`config.mk`:
```
export PLATFORM = sky130hd
export DESIGN_NAME = pwm_cycle_core
export DESIGN_NICKNAME = d
export VERILOG_FILES = /design/src/rtl/pwm_cycle_pkg.sv /design/src/rtl/pwm_edge_det.sv /design/src/rtl/pwm_sat_timer.sv /design/src/rtl/pwm_latch_ctl.sv /design/src/rtl/pwm_cycle_core.sv
export SDC_FILE = /design/constraint.sdc
export NUM_CORES = 1
export LEC_CHECK = 0
export BUFFER_PORTS_ARGS = -buffer_cell sky130_fd_sc_hd__buf_2
export CORE_MARGIN = 8
export CORE_UTILIZATION = 54
export DETAILED_ROUTE_END_ITERATION = 12
export PLACE_DENSITY = 0.73
export SLEW_MARGIN = 40
export SYNTH_ARGS = -nofsm -noshare
export SYNTH_HDL_FRONTEND = slang
export SYNTH_SLANG_ARGS = --single-unit
```
`constraint.sdc`:
```
create_clock -name clk_i -period 1.7 [get_ports clk_i]
set_input_delay 0.34 -clock clk_i [delete_from_list [all_inputs] [get_ports clk_i]]
set_output_delay 0.34 -clock clk_i [all_outputs]
set_load 0.03 [all_outputs]
```
`src/rtl/pwm_cycle_pkg.sv`:
```
package pwm_cycle_pkg;

  typedef enum logic [2:0] {
    EV_IDLE,
    EV_SKIP,
    EV_FULL,
    EV_SET,
    EV_VETO,
    EV_OC_TRIP,
    EV_TERM
  } cyc_ev_e;

  function automatic int unsigned cnt_w(input int unsigned lim);
    return (lim < 1) ? 1 : $clog2(lim + 1);
  endfunction

endpackage

```
`src/rtl/pwm_edge_det.sv`:
```
module pwm_edge_det (
  input  logic clk_i,
  input  logic rst_ni,
  input  logic lvl_i,
  output logic pulse_o
);

  logic lvl_d;

  always_ff @(posedge clk_i or negedge rst_ni) begin
    if (!rst_ni) lvl_d <= 1'b0;
    else         lvl_d <= lvl_i;
  end

  assign pulse_o = lvl_i & ~lvl_d;

endmodule

```
`src/rtl/pwm_sat_timer.sv`:
```
module pwm_sat_timer #(
  parameter int unsigned LIMIT    = 4,
  parameter bit          RST_FULL = 1'b0
) (
  input  logic clk_i,
  input  logic rst_ni,
  input  logic clr_i,
  output logic done_o
);

  localparam int unsigned W = pwm_cycle_pkg::cnt_w(LIMIT);

  generate
    if (LIMIT == 0) begin : g_none
      assign done_o = 1'b1;
    end else begin : g_cnt
      localparam logic [W-1:0] LIM   = W'(LIMIT);
      localparam logic [W-1:0] RST_V = RST_FULL ? LIM : '0;
      logic [W-1:0] cnt_q;

      always_ff @(posedge clk_i or negedge rst_ni) begin
        if (!rst_ni)          cnt_q <= RST_V;
        else if (clr_i)       cnt_q <= '0;
        else if (cnt_q != LIM) cnt_q <= cnt_q + 1'b1;
      end

      assign done_o = (cnt_q == LIM);

      // counter saturates, never wraps past its limit
      a_r5_timer_bound: assert property (@(posedge clk_i) disable iff (!rst_ni)
        cnt_q <= LIM);
    end
  endgenerate

endmodule

```
`src/rtl/pwm_latch_ctl.sv`:
```
module pwm_latch_ctl
  import pwm_cycle_pkg::*;
(
  input  logic clk_i,
  input  logic rst_ni,
  input  logic start_p_i,
  input  logic rst_req_i,
  input  logic term_ok_i,
  input  logic oc_i,
  input  logic hs_q_i,
  input  logic floor_i,
  output logic latch_q_o,
  output logic fd_q_o,
  output logic skip_q_o,
  output logic latch_n_o,
  output logic fd_n_o
);

  cyc_ev_e ev;
  logic latch_q, fd_q, skip_q;
  logic latch_n, fd_n, skip_n;

  // start handling has priority; within it skip, then full duty, then reset-dominant set
  always_comb begin
    ev = EV_IDLE;
    if (start_p_i) begin
      if (skip_q)         ev = EV_SKIP;
      else if (latch_q)   ev = EV_FULL;
      else if (rst_req_i) ev = EV_VETO;
      else                ev = EV_SET;
    end else if (latch_q && hs_q_i && oc_i && term_ok_i) begin
      ev = EV_OC_TRIP;
    end else if (latch_q && rst_req_i && (term_ok_i || !hs_q_i)) begin
      ev = EV_TERM;
    end
  end

  always_comb begin
    latch_n = latch_q;
    fd_n    = fd_q;
    skip_n  = skip_q;
    unique case (ev)
      EV_SKIP:    begin latch_n = 1'b0; fd_n = 1'b0; skip_n = 1'b0; end
      EV_FULL:    begin latch_n = 1'b1; fd_n = 1'b1; end
      EV_SET:     begin latch_n = 1'b1; fd_n = 1'b0; end
      EV_VETO:    begin latch_n = 1'b0; fd_n = 1'b0; end
      EV_OC_TRIP: begin latch_n = 1'b0; fd_n = 1'b0; skip_n = 1'b1; end
      EV_TERM:    begin latch_n = 1'b0; fd_n = 1'b0; end
      default:    if (fd_q && floor_i) fd_n = 1'b0;
    endcase
  end

  always_ff @(posedge clk_i or negedge rst_ni) begin
    if (!rst_ni) begin
      latch_q <= 1'b0;
      fd_q    <= 1'b0;
      skip_q  <= 1'b0;
    end else begin
      latch_q <= latch_n;
      fd_q    <= fd_n;
      skip_q  <= skip_n;
    end
  end

  assign latch_q_o = latch_q;
  assign fd_q_o    = fd_q;
  assign skip_q_o  = skip_q;
  assign latch_n_o = latch_n;
  assign fd_n_o    = fd_n;

  // a pending skip is consumed by the start it suppresses
  a_r9_skip_consumed: assert property (@(posedge clk_i) disable iff (!rst_ni)
    start_p_i && skip_q |=> !skip_q && !latch_q);

  // reset wins over a simultaneous set
  a_r2_reset_dominant: assert property (@(posedge clk_i) disable iff (!rst_ni)
    start_p_i && !latch_q && rst_req_i |=> !latch_q);

endmodule

```
`src/rtl/pwm_cycle_core.sv`:
```
module pwm_cycle_core #(
  parameter int unsigned MIN_ON  = 6,
  parameter int unsigned MIN_OFF = 8
) (
  input  logic clk_i,
  input  logic rst_ni,
  input  logic start_i,
  input  logic ramp_above_i,
  input  logic ramp_floor_i,
  input  logic ea_sat_i,
  input  logic oc_i,
  output logic hs_req_o,
  output logic ramp_dis_o
);

  logic start_p;
  logic rst_req, term_ok;
  logic on_done, off_done;
  logic latch_q, fd_q, skip_q, latch_n, fd_n;
  logic hs_q, hs_n, dis_q, dis_n;

  pwm_edge_det u_start (
    .clk_i   (clk_i),
    .rst_ni  (rst_ni),
    .lvl_i   (start_i),
    .pulse_o (start_p)
  );

  // saturated error signal masks the ramp comparator
  assign rst_req = ramp_above_i & ~ea_sat_i;
  assign term_ok = ~(hs_q & ~on_done);

  pwm_latch_ctl u_latch (
    .clk_i     (clk_i),
    .rst_ni    (rst_ni),
    .start_p_i (start_p),
    .rst_req_i (rst_req),
    .term_ok_i (term_ok),
    .oc_i      (oc_i),
    .hs_q_i    (hs_q),
    .floor_i   (ramp_floor_i),
    .latch_q_o (latch_q),
    .fd_q_o    (fd_q),
    .skip_q_o  (skip_q),
    .latch_n_o (latch_n),
    .fd_n_o    (fd_n)
  );

  assign hs_n  = latch_n & ~fd_n & (hs_q | off_done);
  assign dis_n = ~latch_n | fd_n;

  pwm_sat_timer #(.LIMIT(MIN_ON), .RST_FULL(1'b0)) u_on_tmr (
    .clk_i  (clk_i),
    .rst_ni (rst_ni),
    .clr_i  (~hs_n),
    .done_o (on_done)
  );

  pwm_sat_timer #(.LIMIT(MIN_OFF), .RST_FULL(1'b1)) u_off_tmr (
    .clk_i  (clk_i),
    .rst_ni (rst_ni),
    .clr_i  (hs_n),
    .done_o (off_done)
  );

  always_ff @(posedge clk_i or negedge rst_ni) begin
    if (!rst_ni) begin
      hs_q  <= 1'b0;
      dis_q <= 1'b1;
    end else begin
      hs_q  <= hs_n;
      dis_q <= dis_n;
    end
  end

  assign hs_req_o   = hs_q;
  assign ramp_dis_o = dis_q;

  a_r1_start_sets: assert property (@(posedge clk_i) disable iff (!rst_ni)
    start_p && !latch_q && !skip_q && !rst_req && off_done |=> hs_q && !dis_q);

  a_r3_full_duty_off: assert property (@(posedge clk_i) disable iff (!rst_ni)
    start_p && latch_q && !skip_q |=> !hs_q && dis_q);

  a_r4_floor_reon: assert property (@(posedge clk_i) disable iff (!rst_ni)
    fd_q && ramp_floor_i && !start_p && !rst_req && off_done |=> hs_q && !dis_q);

  a_r5_min_on: assert property (@(posedge clk_i) disable iff (!rst_ni)
    $fell(hs_q) && !fd_q |-> $past(on_done));

  a_r6_min_off: assert property (@(posedge clk_i) disable iff (!rst_ni)
    $rose(hs_q) |-> $past(off_done));

  a_r8_oc_trip: assert property (@(posedge clk_i) disable iff (!rst_ni)
    hs_q && oc_i && on_done && !start_p |=> !hs_q && skip_q);

endmodule

```
# --- After elaboration in Yosys (flattened, before gate mapping) ---
# Cells that the tools add are included.
op_classes:
  bitwise: 13
  n_eq_ne: 11
  n_div: 0
  n_shift: 0
  order_cmp: 0
  add_sub_neg: 2
  muxes: 14
  n_reduce_logical: 13
  n_mul: 0
ops:
  columns: ["cell", "count"]
  rows:
  - ["$mux 3", 8]
  - ["$eq 3x3->1 const B", 4]
  - ["$mux 4", 2]
  - ["$eq 3x2->1 const B", 2]
  - ["$logic_and 1x1->1", 6]
  - ["$not 1->1", 6]
  - ["$pmux 1 s2", 3]
  - ["$and 1x1->1", 5]
  - ["$reduce_or 5->1", 1]
  - ["$add 4x1->4 const B", 1]
  - ["$eq 4x4->1 const B", 1]
  - ["$ne 4x4->1 const B", 1]
  - ["$reduce_bool 2->1", 2]
  - ["$reduce_or 4->1", 1]
  - ["$add 3x1->3 const B", 1]
  - ["$eq 3x1->1 const B", 1]
  - ["$ne 3x3->1 const B", 1]
  - ["$ne 2x1->1 const B", 1]
  - ["$or 1x1->1", 2]
  - ["$reduce_or 2->1", 1]
  - ["$logic_not 1->1", 1]
  - ["$logic_or 1x1->1", 1]
  - ["$mux 1", 1]
word_totals:
  output_inout_bits: 2
  latch_bits: 0
  mem_bits_ro: 0
  register_bits: 13
  wordCells: 61
  in_bits: 7
  ram_bits: 0
  n_memories: 0

# --- Longest topological paths before layout ---
# Gate-level depths: netlist (run 1).
logic_depth:
  word_depth: 16
  depth_mapped: 6
  depth_no_buf: 6

# --- Modules after synthesis ---
# Synthesis (run 1) repeated with hierarchy kept, for this count alone.
hier_totals:
  cells_unflattened: 62
  area_unflattened_um2: 676.9
by_module_without_submodules:
  columns: ["module", "cells_each", "area_each_um2", "instances", "seq_area_each_um2"]
  rows:
  - ["pwm_sat_timer (u_off_tmr)", 20, 220.2, 1, 101.3]
  - ["pwm_sat_timer (u_on_tmr)", 15, 170.2, 1, 75.1]
  - ["pwm_latch_ctl", 17, 156.4, 1, 75.1]
  - ["pwm_cycle_core", 8, 91.3, 1, 51.3]
  - ["pwm_edge_det", 2, 38.8, 1, 25.0]

# --- Worst setup path before layout (run 1) ---
# Ideal clock, no wire load.
synth_path:
  path_type: "reg-to-reg"
  start: "register u_on_tmr.g_cnt.cnt_q[0]"
  end: "register u_on_tmr.g_cnt.cnt_q[2]"
  path_buffers: 0
  arrival_time_ns: 1.350
  path_stages_with_launch: 7
  setup_time_ns: 0.067
  required_ns: 1.633
  synth_period_minus_slack_ns: 1.417
  setup_slack_ns: 0.283
  cell_sequence: "dfrtp_1 inv_1 ha_1 nand2_4 o21ai_4 o31ai_4 o2111a_1"
synth_via:
  elab_chain_cells: 16
  word_cells_on_any_way: 29
  cone_classes: "1 x add/sub; 9 x eq/ne; 7 x mux; 6 x bitwise; 6 x reduce/logical"
synth_lines:
  columns: ["element", "line", "source"]
  rows:
  - ["start: declaration", "pwm_sat_timer.sv:19", "logic [W-1:0] cnt_q;"]
  - ["start signal: assignment", "pwm_sat_timer.sv:24", "else if (cnt_q != LIM) cnt_q <= cnt_q + 1'b1;"]
  - ["$eq 3x3->1", "pwm_sat_timer.sv:27", "assign done_o = (cnt_q == LIM);"]
  - ["$not 1->1", "pwm_cycle_core.sv:31", "assign term_ok = ~(hs_q & ~on_done);"]
  - ["$and 1x1->1", "pwm_cycle_core.sv:31", null]
  - ["$not 1->1", "pwm_cycle_core.sv:31", null]
  - ["$logic_or 1x1->1", "pwm_latch_ctl.sv:33", "end else if (latch_q && rst_req_i && (term_ok_i || !hs_q_i)) begin"]
  - ["$logic_and 1x1->1", "pwm_latch_ctl.sv:33", null]
  - ["$mux 3", "pwm_latch_ctl.sv:33", null]
  - ["$mux 3", "pwm_latch_ctl.sv:31", "end else if (latch_q && hs_q_i && oc_i && term_ok_i) begin"]
  - ["$mux 3", "pwm_latch_ctl.sv:26", "if (start_p_i) begin"]
  - ["$eq 3x1->1 (tied with other cells)", "pwm_latch_ctl.sv:42", "unique case (ev)"]
  - ["$reduce_or 5->1 (no line)", null, null]
  - ["$pmux 1 s2", "pwm_latch_ctl.sv:42", null]
  - ["$not 1->1", "pwm_cycle_core.sv:49", "assign hs_n = latch_n & ~fd_n & (hs_q | off_done);"]
  - ["$and 1x1->1 (2 in series)", "pwm_cycle_core.sv:49", null]
  - ["$ne 2x1->1 (no line) / $mux 3 (equally long branches)", null, null]
# Parallel ways exist; a longest one is shown, timed or not. The select of a mux whose other input is x is not followed.
# A chain may end at the register's enable or synchronous reset.

# --- Worst setup path after layout (run 1) ---
# Same ends and word-level chain as after synthesis.

==> flow_summary.yaml, run 1 <==
setup_path:
  r2r-end: "u_on_tmr.g_cnt.cnt_q[2]"
  worstRegToRegCells: 6
  start_kind: "flip-flop"
  critPathLaunch: "u_on_tmr.g_cnt.cnt_q[0]"
  cp-end-kind: "flip-flop"
  critical_path.endpoint: "u_on_tmr.g_cnt.cnt_q[2]"
  arrival_ps: 1780
  cp_max_fo: 8
  cp.required_ps: 1920
  r2r_start: "u_on_tmr.g_cnt.cnt_q[0]"
  rrSetupSlack_ps: 150
  crit_type: "flip-flop to flip-flop"
route:
  vias: 501
  drc_errors: 0
  final_antenna_net_count: 0
  drtIter0Drc: 9
  dr.pass1.iters: 4
  avgViaCountPerCell: 5.51
  wl_um: 1230
  wl_per_cell_um: 13.5
power_and_ir_drop:
  p_leak_nw: 0.389
  p_sw_mw: 0.328
  peakVddDrop_mv: 0.724
  comb_power_share: 0.304
  p_int_mw: 0.611
  power_density_nw_per_um2: 1170
  switching_share: 0.349
  p_seq_frac: 0.494
  clock_power_share: 0.202
die:
  die_w_um: 52.2
  core_area_um2: 1250
  io_pins: 9
  start_util: 0.563
  die_height_um: 52.2
  std_cell_rows: 13
  dieArea_um2: 2720
finish:
  fin_area_um2: 802
  drive_gt1_frac: 0.289
  finalNetCount: 88
  fill_cells: 101
  antennaDiodeCount: 0
  syn2layout_area_growth_pct: 13.7
synthesis:
  synth.yosys.seq_area_share: 0.465
  synth_top_flop_cell: "dfrtp_1"
  syn-instance-count: 63
  synth_cell_type_count: 31
  synth_common_cells: "dfrtp_1 (11), inv_1 (7), ha_1 (4)"
  synth_area_leader_cell: "dfrtp_1"
  synth.top_cells.by_area: "dfrtp_1 (39%), dfstp_2 (7.4%), ha_1 (7.1%)"
  synth_area_um2: 706
  synth_top_area_frac: 0.390
  yosysMostFrequentCell: "dfrtp_1"
  yosys_warnings: 0
  syn_avg_cell_area_um2: 11.2
  synth_nets: 74
  ys_ff_latch: 13
  synth-edff-count: 0
  async_flop_share: 1.00
grt:
  grt_pass1_wl_um: 2080
  grt_util_all_layers: 0.103
  grt_pass1_vias: 499
  grt_antenna_before_repair: 0
  grt_max_degree: 14
  grt_overflow: 0
run_status:
  status: "completed"
clock_network:
  cts_root_buffer: "clkbuf_4"
  h-tree-depth: 1
  cts_tree: "built"
  cts_buffer_depth: 2
  cts_sinks: 13
  post_cts_buffers: 0
  clkTransAtPathRegs_ps: 80
  ctsResizeCount: 0
  cts_made_buffers: 3
  clk_latency_ps: 280
sta:
  period_needed_ps: 1550
  setup_viol: 0
  hold_violations: 0
  worstMarginPinSlew_ps: 452
  slew_viol_final: 0
  skew_ps: 3.71
  maxSlewHeadroom: 0.695
  setup_slack_ps: 146
  grt_setup_unrepaired: "false"
  fin_crit_sh: 0.914
  setup_tns_ps: 0
  fmax_mhz: 643
placement:
  place_congestion: 0.710
  place_ws_ps: 154
  portBuffers: 8
  hpwl_um: 942
  place_area_um2: 764
worst_hold_path:
  min_from: "start_i"
  hold_class: "input pin to flip-flop"
job:
  maxCapViolCount: 0
-- repair_timing --
action / in CTS / in global routing
hold endpoints to repair: 11 / 0
hold buffers: 1 / 0
endpoints found under the setup margin: 0 / 0
-- flip-flops by register name, summed over array words and instances, names as in the netlist --
| signal | cells |
|---|---|
| u_off_tmr.g_cnt.cnt_q | 4 |
| u_latch.latch_q_o | 1 |
| hs_req_o | 1 |
| u_latch.skip_q_o | 1 |
| ramp_dis_o | 1 |
| u_latch.fd_q_o | 1 |
| u_start.lvl_d | 1 |
| u_on_tmr.g_cnt.cnt_q | 3 |
-- layer usage --
layer	GRT usage	part of all wire	wire (um)	vias to the layer above
met5	0	0	0	-
met4	0.0776	0.029	36	0
met3	0.0313	0.054	66	5
met2	0.160	0.50	615	11
met1	0.115	0.42	510	238
li1	-	-	-	247
-- through the flow --
| stage | cells | hold slack [ps] | util | power (mW) |
|---|---|---|---|---|
| finish | 91 | 189 | 0.640 | 0.939 |
| global placement | 86 | 242 | 0.610 | 0.749 |
| detailed placement | 86 | 240 | 0.610 | 0.753 |
| CTS | 91 | 186 | 0.640 | 0.947 |
| global route | 91 | 183 | 0.640 | 1.02 |
| floorplan | 63 | 44.4 | - | 0.681 |
-- logic make-up (layout without fill, tap and decap cells) --
family	count (synthesis)	in the layout	synth area share
adder cells (fa/ha/maj)	4	4	0.0709
XOR/XNOR	3	3	0.0372
AND/OR/NAND/NOR	21	21	0.195
flip-flops	13	13	0.465
buffers and inverters	7	20	0.0372
AO/OA/AOI/OAI	15	15	0.195
-- worst max-delay path, stage by stage, from the launching register on --
cell,delay [ps]
dfrtp_1,360
inv_1,70
ha_1,240
nand2_4,130
o21ai_4,90
o31ai_4,370
o2111a_1,230
-- power groups by stage --
stage                     Combinational, mW  Clock [mW]  Sequential, mW
final                                 0.286       0.189           0.464
after global routing                  0.328       0.210           0.478
after CTS                             0.291       0.193           0.463
after detailed placement              0.288           0           0.464
after global placement                0.281           0           0.467
after floorplan                       0.216           0           0.465
-- area by class of cell --
class,instances,area (um2),area share
clock buffers,3,22.5,0.0281
clock inverters,1,5.00,0.00624
multi-input cells,43,352,0.438
inverters,7,26.3,0.0328
repair buffers,9,50.0,0.0624
flip-flops and latches,13,328,0.409
well taps,15,18.8,0.0234
-- layout by cell type, fill, tap and decap left out, drive strengths merged --
master and instances:
clkbuf 3, and2 1, o32ai 2, o2111a 1, and3 2, o31ai 2, a21oi 4, o21ai 3
inv 7, dfrtp 11, or2b 1, buf 8, nand2 4, xnor2 2, nand2b 2, nor2b 1
nand3b 1, o21a 1, xor2 1, clkinv 1, o22ai 1, dlygate4sd3 1, nor3b 1, nor2 3
ha 4, a22o 1, nand3 3, dfstp 2, nor4 1, nor3 1
-- worst min-delay path by stage --
stage / endpoint / slack [ps] / cells past startpoint
6_report: u_start.lvl_d / 190 / 1
5_1_grt: u_start.lvl_d / 180 / 1
4_1_cts: u_start.lvl_d / 190 / 1
3_5_place_dp: u_off_tmr.g_cnt.cnt_q[0] / 240 / 1
3_3_place_gp: hs_req_o / 240 / 1
2_1_floorplan: hs_req_o / 40 / 0
No activity file was read; power rests on OpenSTA's default activity.
==> run 2: changes to the inputs <==
Settings changed: CORE_AREA set to 8 8 45 47, CORE_MARGIN 8 to not set, CORE_UTILIZATION 54 to not set, DIE_AREA set to 0 0 53 55, PLACE_DENSITY 0.73 to 0.7, SYNTH_HIERARCHICAL set to 1.
==> flow_summary.yaml, run 2 <==
route:
  final_antenna_net_count: 0
  met2_wirelength_um: 902
  wl_met1_um: 579
  wl_met3_um: 51
  avgViaCountPerCell: 4.79
  dr.max_layer_used: "met3"
  drc_errors: 0
  wl_um: 1530
  vias: 536
  dr.pass1.iters: 4
  drtIter0Drc: 4
  wl_per_cell_um: 13.7
synthesis:
  async_flop_share: 1.00
  synth_top_flop_cell: "dfrtp_1"
  synth_area_um2: 677
  synthSimpleGateAreaFrac: 0.262
  synth.yosys.seq_area_share: 0.484
  synth_mux_area_frac: 0.0296
  yosys_warnings: 6
  synth_compound_area_frac: 0.0906
  synth-xor-area-share: 0.0259
  synth_nets: 73
  ys_ff_latch: 13
  synth_top_family_by_area: "simple AND/OR/NAND/NOR gates"
  syn-instance-count: 62
  synth_cell_type_count: 26
  synth_common_cells: "dfrtp_1 (11), nor2_1 (10), inv_1 (6)"
  synth.top_cells.by_area: "dfrtp_1 (41%), dfstp_2 (7.8%), ha_1 (7.4%)"
  post_synth_fa_ha_maj_area_fraction: 0.0739
  syn_avg_cell_area_um2: 10.9
  synth_top_area_frac: 0.407
  synth-edff-count: 0
  yosysMostFrequentCell: "dfrtp_1"
  synth_area_leader_cell: "dfrtp_1"
setup_path:
  r2r_start: "u_on_tmr/g_cnt.cnt_q[0]"
  cp-end-kind: "flip-flop"
  cp.required_ps: 1880
  arrival_ps: 2250
  start_kind: "flip-flop"
  crit_type: "flip-flop to flip-flop"
  critPathLaunch: "u_on_tmr/g_cnt.cnt_q[0]"
  cp_max_fo: 4
finish:
  syn2layout_area_growth_pct: 45.1
  reg.largest.list: "u_off_tmr/g_cnt.cnt_q (4), u_on_tmr/g_cnt.cnt_q (3)"
  antennaDiodeCount: 0
  finalNetCount: 108
  layout_commonest_cell: "buf_4"
  drive_gt1_frac: 0.521
  mostFrequentLayoutCells: "buf_4 (20), dfrtp_1 (11), nor2_1 (8), buf_2 (8), inv_1 (6)"
  fill_cells: 110
  stdcell_count: 112
  regMostFlops: "u_off_tmr/g_cnt.cnt_q"
  largest_reg_flops: 4
worst_hold_path:
  min_from: "start_i"
  hold_class: "input pin to flip-flop"
clock_network:
  cts_root_buffer: "clkbuf_4"
  cts_tree: "built"
  h-tree-depth: 1
  cts_buffer_depth: 2
  cts_made_buffers: 3
  cts_sinks: 13
  clk_latency_ps: 270
  clkTransAtPathRegs_ps: 80
die:
  die_w_um: 53
  io_pins: 9
  core_area_um2: 1380
  start_util: 0.489
  std_cell_rows: 14
  die_height_um: 55
  dieArea_um2: 2920
power_and_ir_drop:
  p_leak_nw: 0.505
  peakVddDrop_mv: 0.752
  power_density_nw_per_um2: 1070
sta:
  period_needed_ps: 2070
  setup_tns_ps: -2250
  slew_viol_final: 0
  grt_setup_unrepaired: "true"
  hold_violations: 0
  skew_ps: 7.78
  setup_slack_ps: -367
  worstMarginPinSlew_ps: 338
  setup_viol: 8
  fin_crit_sh: 1.22
  maxSlewHeadroom: 0.772
  fmax_mhz: 484
grt:
  grt_overflow: 0
  grt_util_all_layers: 0.126
  grt_pass1_vias: 620
  grt_antenna_before_repair: 0
  grt_max_degree: 14
  grt_pass1_wl_um: 2660
placement:
  portBuffers: 8
  place_congestion: 0.720
  dp.cells: 94
  hpwl_um: 978
run_status:
  violations: "negative setup slack"
  status: "finished, violations left"
job:
  maxCapViolCount: 0
run 2: changes by cell type in the layout (fill, tap and decap cells not counted), moves of 2 or more:
cell      delta
nor2_2       +2
mux2i_1      +2
buf_4       +20
nor2b_4      +2
nand2b_4     +2
nor2_1       +5
and3_1       -2
o32ai_1      -2
nand2b_1     -2
run 2: timing repair:
item | CTS | global route
setup endpoints to repair | 8 | 10
gates resized for setup | 9 | 2
pin swaps | 9 | 2
hold buffers | 1 | 0
endpoints found under the hold margin | 11 | 0
setup buffers | 12 | 6
run 2: cell families (layout without fill, tap and decap cells):
logic type               after synthesis  after routing
AO/OA/AOI/OAI                          9              9
XOR/XNOR                               2              2
adder cells (fa/ha/maj)                4              4
buffers and inverters                  6             40
flip-flops                            13             13
multiplexers                           2              2
AND/OR/NAND/NOR                       26             26
run 2: final timing paths:
path	end	slack, ps	cells past startpoint
max	u_on_tmr/g_cnt.cnt_q[1]	-370	11
min	u_start/lvl_d	190	1
max reg2reg	u_on_tmr/g_cnt.cnt_q[1]	-370	11
min reg2reg	u_latch/skip_q_o	580	2
max in group asynchronous	u_off_tmr/g_cnt.cnt_q[3]	940	2
min in group asynchronous	u_latch/latch_q_o	480	2
run 2: per-layer routing:
metal  vias up  track usage
li1        276            -
met1       256        0.123
met2         4        0.232
met3         0       0.0321
met4         0       0.0776
met5         -            0
run 2: worst max-delay path: stages, from the launching register on:
cell and delay [ps]:
dfrtp_1 380, inv_1 60, ha_2 170, and2_4 140, nand2b_4 130, nor2b_4 50
o311ai_2 210, nand2_1 140, nand2b_4 160, or2_4 250, nand4b_1 190, o31ai_2 80
run 2: cell type report:
class,count,area [um2],share of cell area
multi-input cells,43,374,0.381
flip-flops and latches,13,328,0.334
repair buffers,30,211,0.215
clock buffers,4,26.3,0.0268
inverters,6,22.5,0.0229
well taps,16,20.0,0.0204
run 2: metrics by stage:
stage          hold slack, ps  power [mW]  instance area (um2)  setup WS (ps)  utilization
6_report                  189        1.06                  982           -367        0.710
5_1_grt                   185        1.13                  982           -428        0.710
4_1_cts                   186        1.05                  978           -298        0.707
3_5_place_dp              239       0.795                  815           -369        0.589
3_3_place_gp              237       0.781                  815           -342        0.589
2_1_floorplan            44.4       0.706                  694           -303            -
run 2: power by group:
group / switching, mW / leakage (nW) / total, mW / internal (mW)
logic: 0.189 / 0.327 / 0.400 / 0.211
registers: 0.0723 / 0.163 / 0.466 / 0.394
clock network: 0.0993 / 0.0150 / 0.190 / 0.0907
total: 0.360 / 0.505 / 1.06 / 0.695
